### config.mk
export PLATFORM = sky130hd
export DESIGN_NAME = ring_phase_decoder
export DESIGN_NICKNAME = d
export VERILOG_FILES = /design/src/rtl/ringph_pkg.sv /design/src/rtl/ringph_xition_detect.sv /design/src/rtl/ringph_phase_encode.sv /design/src/rtl/ringph_wrap_diff.sv /design/src/rtl/ring_phase_decoder.sv
export SDC_FILE = /design/constraint.sdc
export NUM_CORES = 1
export LEC_CHECK = 0
export BUFFER_PORTS_ARGS = -buffer_cell sky130_fd_sc_hd__buf_2
export CAP_MARGIN = 20
export CORE_ASPECT_RATIO = 1.5
export CORE_MARGIN = 2
export CORE_UTILIZATION = 60
export CTS_CLUSTER_DIAMETER = 80
export DETAILED_ROUTE_END_ITERATION = 6
export GPL_TIMING_DRIVEN = 0
export PLACE_DENSITY_LB_ADDON = 0.25
export SYNTH_ARGS = -nofsm -noshare
export SYNTH_HDL_FRONTEND = slang
export SYNTH_HIERARCHICAL = 1
export SYNTH_SLANG_ARGS = --single-unit
### constraint.sdc
create_clock -name clk -period 1.7 [get_ports clk]
set_clock_uncertainty 0.1 [all_clocks]
set_input_delay 0.17 -clock clk [delete_from_list [all_inputs] [get_ports clk]]
set_output_delay 0.17 -clock clk [all_outputs]
set_load 0.05 [all_outputs]
### src/rtl/ringph_pkg.sv
package ringph_pkg;

  localparam int unsigned RING_ELEMS_DEF = 15;

  // (a - b) reduced into 0 .. m-1, for a and b already inside that range
  function automatic int wrap_sub(input int a, input int b, input int m);
    int t;
    t = a - b;
    if (t < 0) t = t + m;
    return t;
  endfunction

endpackage

### src/rtl/ringph_xition_detect.sv
module ringph_xition_detect #(
  parameter int unsigned N = ringph_pkg::RING_ELEMS_DEF
) (
  input  logic [N-1:0] pos_i,
  input  logic [N-1:0] neg_i,
  output logic [N-1:0] low_flag_o,
  output logic [N-1:0] high_flag_o,
  output logic         sides_ok_o
);

  // each element looks at its own output and the output driving its input
  for (genvar k = 0; k < N; k++) begin : g_elem
    localparam int unsigned PREV = (k + N - 1) % N;
    assign low_flag_o[k]  = ~pos_i[PREV] & ~pos_i[k] &  neg_i[PREV] &  neg_i[k];
    assign high_flag_o[k] =  pos_i[PREV] &  pos_i[k] & ~neg_i[PREV] & ~neg_i[k];
  end

  assign sides_ok_o = &(pos_i ^ neg_i);

endmodule

### src/rtl/ringph_phase_encode.sv
module ringph_phase_encode #(
  parameter int unsigned N = ringph_pkg::RING_ELEMS_DEF
) (
  input  logic [N-1:0]              low_flag_i,
  input  logic [N-1:0]              high_flag_i,
  input  logic                      sides_ok_i,
  output logic [$clog2(2*N)-1:0]    phase_o,
  output logic                      legal_o
);

  localparam int unsigned W  = $clog2(2*N);
  localparam int unsigned CW = $clog2(2*N + 1);

  logic [CW-1:0] hits;
  logic [W-1:0]  ph;

  always_comb begin
    hits = '0;
    ph   = '0;
    for (int k = 0; k < int'(N); k++) begin
      if (low_flag_i[k]) begin
        hits = hits + CW'(1);
        ph   = ph | ((k % 2 == 0) ? W'(k) : W'(k + int'(N)));
      end
      if (high_flag_i[k]) begin
        hits = hits + CW'(1);
        ph   = ph | ((k % 2 == 1) ? W'(k) : W'(k + int'(N)));
      end
    end
  end

  assign legal_o = sides_ok_i && (hits == CW'(1));
  assign phase_o = ph;

endmodule

### src/rtl/ringph_wrap_diff.sv
module ringph_wrap_diff #(
  parameter int unsigned N = ringph_pkg::RING_ELEMS_DEF
) (
  input  logic                   clk,
  input  logic                   rst_n,
  input  logic                   sample_en,
  input  logic                   legal_i,
  input  logic [$clog2(2*N)-1:0] phase_i,
  output logic [$clog2(2*N)-1:0] code_o,
  output logic                   valid_o,
  output logic                   err_o,
  output logic [$clog2(2*N)-1:0] phase_q_o
);

  localparam int unsigned P = 2 * N;
  localparam int unsigned W = $clog2(P);

  logic [W-1:0] phase_q, phase_d;
  logic [W-1:0] code_q, code_d;
  logic         primed_q, primed_d;
  logic         valid_q, valid_d;
  logic         err_q, err_d;
  logic         phase_en, code_en;

  always_comb begin
    phase_d  = phase_i;
    primed_d = 1'b1;
    code_d   = W'(ringph_pkg::wrap_sub(int'(phase_i), int'(phase_q), int'(P)));
    phase_en = sample_en && legal_i;
    code_en  = phase_en && primed_q;
    valid_d  = code_en;
    err_d    = sample_en && !legal_i;
  end

  always_ff @(posedge clk or negedge rst_n) begin
    if (!rst_n) begin
      phase_q  <= '0;
      primed_q <= 1'b0;
    end else if (phase_en) begin
      phase_q  <= phase_d;
      primed_q <= primed_d;
    end
  end

  always_ff @(posedge clk or negedge rst_n) begin
    if (!rst_n) begin
      code_q <= '0;
    end else if (code_en) begin
      code_q <= code_d;
    end
  end

  always_ff @(posedge clk or negedge rst_n) begin
    if (!rst_n) begin
      valid_q <= 1'b0;
      err_q   <= 1'b0;
    end else begin
      valid_q <= valid_d;
      err_q   <= err_d;
    end
  end

  assign code_o    = code_q;
  assign valid_o   = valid_q;
  assign err_o     = err_q;
  assign phase_q_o = phase_q;

endmodule

### src/rtl/ring_phase_decoder.sv
module ring_phase_decoder #(
  parameter int unsigned N = ringph_pkg::RING_ELEMS_DEF
) (
  input  logic                   clk,
  input  logic                   rst_n,
  input  logic                   in_valid,
  input  logic [N-1:0]           pos_bits,
  input  logic [N-1:0]           neg_bits,
  output logic                   out_valid,
  output logic [$clog2(2*N)-1:0] out_code,
  output logic                   err_flag
);

  localparam int unsigned P = 2 * N;
  localparam int unsigned W = $clog2(P);

  // reset: asserted asynchronously, released on the second clock edge
  logic [1:0] rst_pipe;
  logic       rst_sync_n;

  always_ff @(posedge clk or negedge rst_n) begin
    if (!rst_n) rst_pipe <= 2'b00;
    else        rst_pipe <= {rst_pipe[0], 1'b1};
  end
  assign rst_sync_n = rst_pipe[1];

  logic [N-1:0] low_flag, high_flag;
  logic         sides_ok;
  logic [W-1:0] phase_enc;
  logic         legal;
  logic [W-1:0] phase_q;

  ringph_xition_detect #(.N(N)) u_detect (
    .pos_i      (pos_bits),
    .neg_i      (neg_bits),
    .low_flag_o (low_flag),
    .high_flag_o(high_flag),
    .sides_ok_o (sides_ok)
  );

  ringph_phase_encode #(.N(N)) u_encode (
    .low_flag_i (low_flag),
    .high_flag_i(high_flag),
    .sides_ok_i (sides_ok),
    .phase_o    (phase_enc),
    .legal_o    (legal)
  );

  ringph_wrap_diff #(.N(N)) u_diff (
    .clk      (clk),
    .rst_n    (rst_sync_n),
    .sample_en(in_valid),
    .legal_i  (legal),
    .phase_i  (phase_enc),
    .code_o   (out_code),
    .valid_o  (out_valid),
    .err_o    (err_flag),
    .phase_q_o(phase_q)
  );

endmodule

==> results of run 1 <==
[layout make-up]
cell class	count	area (µm²)	share of cell area, %
Buffer	26	130	2.02
Clock buffer	4	78.8	1.22
Inverter	35	134	2.08
Multi-Input combinational cell	542	4810	74.5
Sequential cell	15	375	5.82
Tap cell	105	131	2.04
Timing Repair Buffer	112	793	12.3
[routing by layer]
layer  part of all wire (%)  GRT usage (%)  wire length, µm  up-vias
met3                    3.7           2.22              560       71
met2                     57           68.4             8610      185
met4                    4.7           16.1              711        0
met5                      0              0                0        -
met1                     35           29.5             5300     2477
li1                       -              -                -     2408
[cells by family after synthesis]
family / Yosys count / synth area share (%)
AO/OA/AOI/OAI: 104 / 14.7
other: 1 / 0.0781
adder cells (fa/ha/maj): 36 / 9.53
XOR/XNOR: 113 / 28.6
multiplexers: 23 / 5.26
flip-flops: 15 / 7.81
AND/OR/NAND/NOR: 264 / 28.6
buffers and inverters: 61 / 5.44
[cells in the mapped netlist, drive strengths merged (3+ instances only)]
cell type and count:
o31ai 4, a21oi 27, nand2b 29, nor4 9, nor3 12, and2 4
mux2 8, xnor3 17, a211oi 3, or3 4, inv 35, nor2b 7
nand3b 6, nor3b 8, a2111oi 3, dfrtp 15, buf 7, clkbuf 19
nand3 17, o21ai 26, a31oi 6, nand4 6, or4 9, mux2i 15
o21a 3, o211ai 5, xor3 3, or2b 7, o22ai 6, and3 3
nand2 67, nor2 63, or2 6, xor2 35, ha 35, xnor2 58
[stage by stage]
stage | util [%] | hold WS, ps | power (mW)
after global placement | 68.0 | -145 | 2.62
after global routing | 81.6 | 165 | 4.56
after detailed placement | 68.0 | -141 | 2.73
after CTS | 77.4 | 133 | 3.76
after floorplan | - | -226 | 2.27
final | 81.6 | 116 | 4.23
[sequential cells by signal, summed over array words and instances, names as in the netlist]
signal / count
u_diff/err_o: 1
u_diff/valid_o: 1
u_diff/phase_q_o: 5
u_diff/code_o: 5
u_diff/primed_q: 1
rst_pipe: 2
[where the power goes]
group	internal, mW	switching [mW]	total (mW)
combinational	1.62	1.78	3.40
clock	0.318	0.145	0.463
sequential	0.361	0.00675	0.368
total	2.30	1.93	4.23
[path summary, 6_finish.rpt]
path,from,to,cells after the start
worst min register to register,rst_pipe[1]$_DFF_PN0_,u_diff/code_o[0]$_DFFE_PN0P_,0
max in group asynchronous,rst_pipe[1]$_DFF_PN0_,u_diff/phase_q_o[3]$_DFFE_PN0P_,0
worst max-delay path,neg_bits[0],u_diff/code_o[0]$_DFFE_PN0P_,104
min in group clk,in_valid,u_diff/err_o$_DFF_PN0_,2
worst min-delay path,rst_pipe[1]$_DFF_PN0_,u_diff/code_o[0]$_DFFE_PN0P_,0
worst max register to register,u_diff/phase_q_o[0]$_DFFE_PN0P_,u_diff/code_o[4]$_DFFE_PN0P_,7
[what timing repair did]
action / CTS / global route
hold endpoints to repair: 2 / 0
hold buffers: 1 / 0
gates resized for setup: 58 / 34
pin swaps: 53 / 46
gates cloned: 0 / 1
setup endpoints to repair: 13 / 13
setup buffers: 51 / 22
[cell usage in the layout (no fill, tap or decap), types with 5 or more instances in the layout]
master / instances
o22ai_1: 6
nand2_1: 48
nand2b_4: 9
o21ai_0: 10
xnor3_2: 5
xnor3_1: 12
nor3_1: 12
a21oi_1: 26
nor3b_1: 8
nand4_1: 6
buf_6: 10
inv_1: 26
ha_1: 15
clkbuf_1: 19
xor2_1: 31
nand2_4: 7
nor4_1: 9
o21ai_1: 7
mux2i_1: 12
or2b_1: 5
inv_2: 8
o21ai_2: 8
buf_4: 70
a31oi_1: 5
ha_4: 19
xnor2_1: 54
nor2_1: 56
buf_2: 37
mux2_4: 5
or4_1: 7
nand3b_1: 6
nand2b_1: 20
nand2_2: 11
dfrtp_1: 15
nand3_1: 12
[worst register-to-register path: cells and delay by family (launching register included)]
family                   cells  cell delay, ps
XOR/XNOR                     1              90
AND/OR/NAND/NOR              2             510
AO/OA/AOI/OAI                2             330
flip-flops                   1             410
adder cells (fa/ha/maj)      2             680
==> impl_metrics.toml, run 1 <==
[global_route]
overflow = 0
antenna_found_initial = 0
grt_pass1_wl_mm = 23.1
grtUsageTotal_pct = 32.1
grt_pass1_vias = 5312
grt_max_degree = 14

[outcome]
violations = "setup timing"
status = "finished with violations"

[cts]
cts_inserted_buffers = 3
cts_tree = "done"
cts.clk_slew.worst_paths_ps = 50
clk_latency_ps = 250
clock_sink_count = 15
cts_root_buf = "clkbuf_16"
clockBufferDepth = 2
cts_htree_levels = 1

[die]
start_util_pct = 60.8
coreArea_mm2 = 0.00791
die_area_mm2 = 0.00875
die_x_um = 77.1
num_rows = 40
io-pin-count = 40
die_y_um = 114

[cells_and_area]
area_growth_pct = 34.2
stdcell_count = 839
antennaDiodeCount = 0
final_area_mm2 = 0.00645
drive_above_1_share_pct = 34.5
fill_cells = 501
fin_nets = 804

[power]
p_leak_nw = 2.74
vdd_drop_max_v = 0.000867
power_density_mw_per_mm2 = 655

[routing]
drt_wl_total_mm = 15.2
ant_nets = 0
drtIter0Drc = 350
dr.pass1.iters = 7
post_drt_wl_per_cell_um = 18.1
drc = 0
vias = 5141
via_per_inst = 6.13

[timing]
maxSlewViolCount = 0
setup-violations-final = 13
final_hold_viol_count = 0
fin_crit_ps = 16810
fin_ws_ps = -15110
post-route-period-util_pct = 989
tightest_slew_ps = 705
fmax_ghz = 0.0595
fin_tns_setup_ps = -195190
slew_headroom_pct = 52.6
rsz0062_at_grt = "true"

[critical_path]
critPathMostFrequentCell = "ha_4"
cp-end-kind = "flop"
crit_buf_inv = 10
required_ps = 1760
start_kind = "input pin"
critPathTopFamily = "adder cells"
cp_data_arrival_time_ps = 16870
crit_path_max_incr_delay_ps = 510
ff2ff_setup_slack_ps = -490
crit_slowest_cell = "or4_4"
path_max_fanout = 4
critPathKind = "in -> reg"

[synth]
syn_area_per_cell_um2 = 7.79
synth_cells = 617
yosysWarnings = 6
yosysUniqueCellTypes = 86
yosys_most_used_dff = "dfrtp_1"
synth_fp_nets = 686
synth_edf_count = 0
yosys-top-cells-area = "xnor2_1, ha_1, dfrtp_1"
ys_ff_latch = 15
synth-async-reset-ratio_pct = 100
synth_seq_area_share_pct = 7.81
syn_area_mm2 = 0.00480
synth_top_cell_by_area = "xnor2_1"
synth_top_cell_area_share_pct = 9.84

[placement]
port_buffers = 39
globalplace.congestion = 0.918
dp_hpwl_mm = 9.96
place_ws_ps = -16490
placed_area_mm2 = 0.00538
dp.cells = 761

[flow_run]
cap_violations = 0

[worst_hold_path]
hp-class = "reg -> async"
No activity file was read; power rests on OpenSTA's default activity.
==> run 2: changes to the inputs <==
CORE_UTILIZATION = 50   (was 60)
SYNTH_HIERARCHICAL = not set   (was 1)
==> run 2 against run 1 <==
Against the previous run: the flow still finishes with violations (setup timing); sequential share of layout area rose by 0.64 points; clock power shrank 1%; critical path depth rose by 2; clock-buffer cell count is 1 lower; cell count shrank 8.7%; non-clock buffer count fell by 39; combinational power fell by 16%; worst setup slack got worse by 1000 ps; register-to-register slack worse by 330 ps; critical path type unchanged; highest routed layer unchanged.
==> impl_metrics.toml, run 2 <==
[timing]
final_hold_viol_count = 0
tightest_slew_ps = 1030
fin_ws_ps = -16140
maxSlewViolCount = 0
setup-violations-final = 13
fin_crit_ps = 17840
worst_hold_slack_ps = 69.9
fmax_ghz = 0.0561
slew_headroom_pct = 30.5
rsz0062_at_grt = "true"
post-route-period-util_pct = 1050

[critical_path]
start_kind = "input pin"
ff2ff_path_depth = 10
ff2ff_setup_slack_ps = -820
crit_buf_inv = 12
r2r-start = "u_diff.phase_q_o[1]$_DFFE_PN0P_"
critPathKind = "in -> reg"
cp_data_arrival_time_ps = 17870
crit_path_max_incr_delay_ps = 390
required_ps = 1730
cp.depth = 106
crit_end = "u_diff.phase_q_o[2]$_DFFE_PN0P_"
setup.worst_path.start = "pos_bits[1]"
reg2reg_to = "u_diff.code_o[4]$_DFFE_PN0P_"
crit_slowest_cell = "or3_4"
path_max_fanout = 7
cp-end-kind = "flop"
critPathTopFamily = "adder cells"

[routing]
via_per_inst = 6.22
ant_nets = 0
drtIter0Drc = 204
drc = 0
drt_wl_total_mm = 13.3
post_drt_wl_per_cell_um = 17.4
vias = 4766
dr.pass1.iters = 6

[flow_run]
cap_violations = 0

[worst_hold_path]
hp-class = "in -> reg"

[global_route]
antenna_found_initial = 0
grt_max_degree = 14
grtUsageTotal_pct = 25.6
grt_pass1_wl_mm = 20.4
grt_pass1_vias = 4468
overflow = 0

[placement]
globalplace.congestion = 0.902
place_ws_ps = -17660
dp.cells = 718
port_buffers = 37
dp_hpwl_mm = 9.95

[power]
power_density_mw_per_mm2 = 634
vdd_drop_max_v = 0.000728
total_power_mw = 3.68
p_leak_nw = 2.51

[die]
die_x_um = 81.8
io-pin-count = 40
die_y_um = 121
coreArea_mm2 = 0.00883
start_util_pct = 51.4
die_area_mm2 = 0.00987
num_rows = 42

[synth]
synth_edf_count = 0
syn_area_mm2 = 0.00454
yosys-top-cells-area = "ha_1, dfrtp_1, xnor2_1"
synth_seq_area_share_pct = 8.27
synth_cells = 569
synth_common_cells = "nand2_1, nor2_1, xnor2_1"
synth-async-reset-ratio_pct = 100
synth.most_common_cell = "nand2_1"
synth_fp_nets = 636
yosysUniqueCellTypes = 86
yosys_most_used_dff = "dfrtp_1"
syn_area_per_cell_um2 = 7.98
yosysWarnings = 0
synth_top_cell_area_share_pct = 9.10
synth_top_cell_by_area = "ha_1"
ys_ff_latch = 15

[cts]
clk_latency_ps = 250
cts_tree = "done"
clock_sink_count = 15
clockBufferDepth = 2
cts_htree_levels = 1
cts.clk_slew.worst_paths_ps = 50
cts_root_buf = "clkbuf_16"
cts_inserted_buffers = 3

[cells_and_area]
fill_cells = 733
drive_above_1_share_pct = 33.4
regArea_um2 = 375
post-route-util_pct = 65.8
multi_input_area_mm2 = 0.00446
fin_nets = 724
antennaDiodeCount = 0
stdcell_count = 766
mostFrequentLayoutCell = "nand2_1"
final_cell_mix = "nand2_1, nor2_1, buf_2"
area_growth_pct = 28.0

[outcome]
status = "finished with violations"
violations = "setup timing"
[run 2: changes by cell type after synthesis, sizes merged, moves of 10 or more]
cell,delta
nand2,-10
and4bb,+10
nand4bb,+10
nand2b,-16
a22oi,+16
clkbuf,-13
nor4bb,+13
o21ai,-13
xnor3,-12
[run 2: how the worst min path moves through the flow]
| stage | startpoint | to | slack (ps) | cells past startpoint |
|---|---|---|---|---|
| finish | in_valid | u_diff.err_o$_DFF_PN0_ | 70 | 2 |
| global route | in_valid | u_diff.err_o$_DFF_PN0_ | 80 | 2 |
| CTS | in_valid | u_diff.err_o$_DFF_PN0_ | 60 | 2 |
| detailed placement | rst_n | rst_pipe[1]$_DFF_PN0_ | -140 | 1 |
| global placement | rst_n | rst_pipe[0]$_DFF_PN0_ | -150 | 1 |
| floorplan | rst_n | rst_pipe[0]$_DFF_PN0_ | -230 | 0 |
[run 2: area by class of cell]
cell class,count,share of cell area (%)
Timing Repair Buffer,83,9.65
Sequential cell,15,6.46
Tap cell,110,2.37
Multi-Input combinational cell,506,76.8
Clock inverter,1,0.0862
Inverter,32,2.07
Buffer,16,1.25
Clock buffer,3,1.29
[run 2: logic make-up (layout without fill, tap and decap cells)]
| logic type | after synthesis | count (layout) | share of synthesized area, % |
|---|---|---|---|
| fa+ha+maj | 35 | 35 | 9.76 |
| mux | 23 | 23 | 6.18 |
| simple gates | 246 | 246 | 31.8 |
| xor+xnor | 89 | 89 | 21.8 |
| compound gates | 112 | 112 | 17.9 |
| buf+inv | 48 | 135 | 4.25 |
| other cells | 1 | 1 | 0.0826 |
| flops | 15 | 15 | 8.27 |
[run 2: power by group]
group / switching [mW] / leakage, nW / total [mW] / internal, mW
logic: 1.48 / 2.29 / 2.86 / 1.37
clock network: 0.143 / 0.0409 / 0.457 / 0.314
registers: 0.00658 / 0.187 / 0.368 / 0.361
total: 1.63 / 2.51 / 3.68 / 2.05
[run 2: timing repair]
action,CTS,global route
endpoints found under the hold margin,2,0
cloned,0,0
setup buffers,19,23
endpoints found under the setup margin,13,13
hold buffers,1,0
pin swaps,23,56
gates resized for setup,16,55
[run 2: per-layer routing]
| metal | part of all wire [%] | global-route usage, % | up-vias | wire [µm] |
|---|---|---|---|---|
| li1 | - | - | 2267 | - |
| met1 | 38 | 29.5 | 2289 | 5060 |
| met2 | 53 | 46.3 | 164 | 7070 |
| met3 | 4.4 | 2.46 | 46 | 583 |
| met4 | 4.5 | 10.8 | 0 | 594 |
| met5 | 0 | 0 | - | 0 |
[run 2: stage by stage]
step,setup TNS (ps),instance area (µm²)
6_report,-207010,5810
5_1_grt,-216710,5810
4_1_cts,-207680,5370
3_5_place_dp,-225960,5050
3_3_place_gp,-221110,5030
2_1_floorplan,-200580,4710
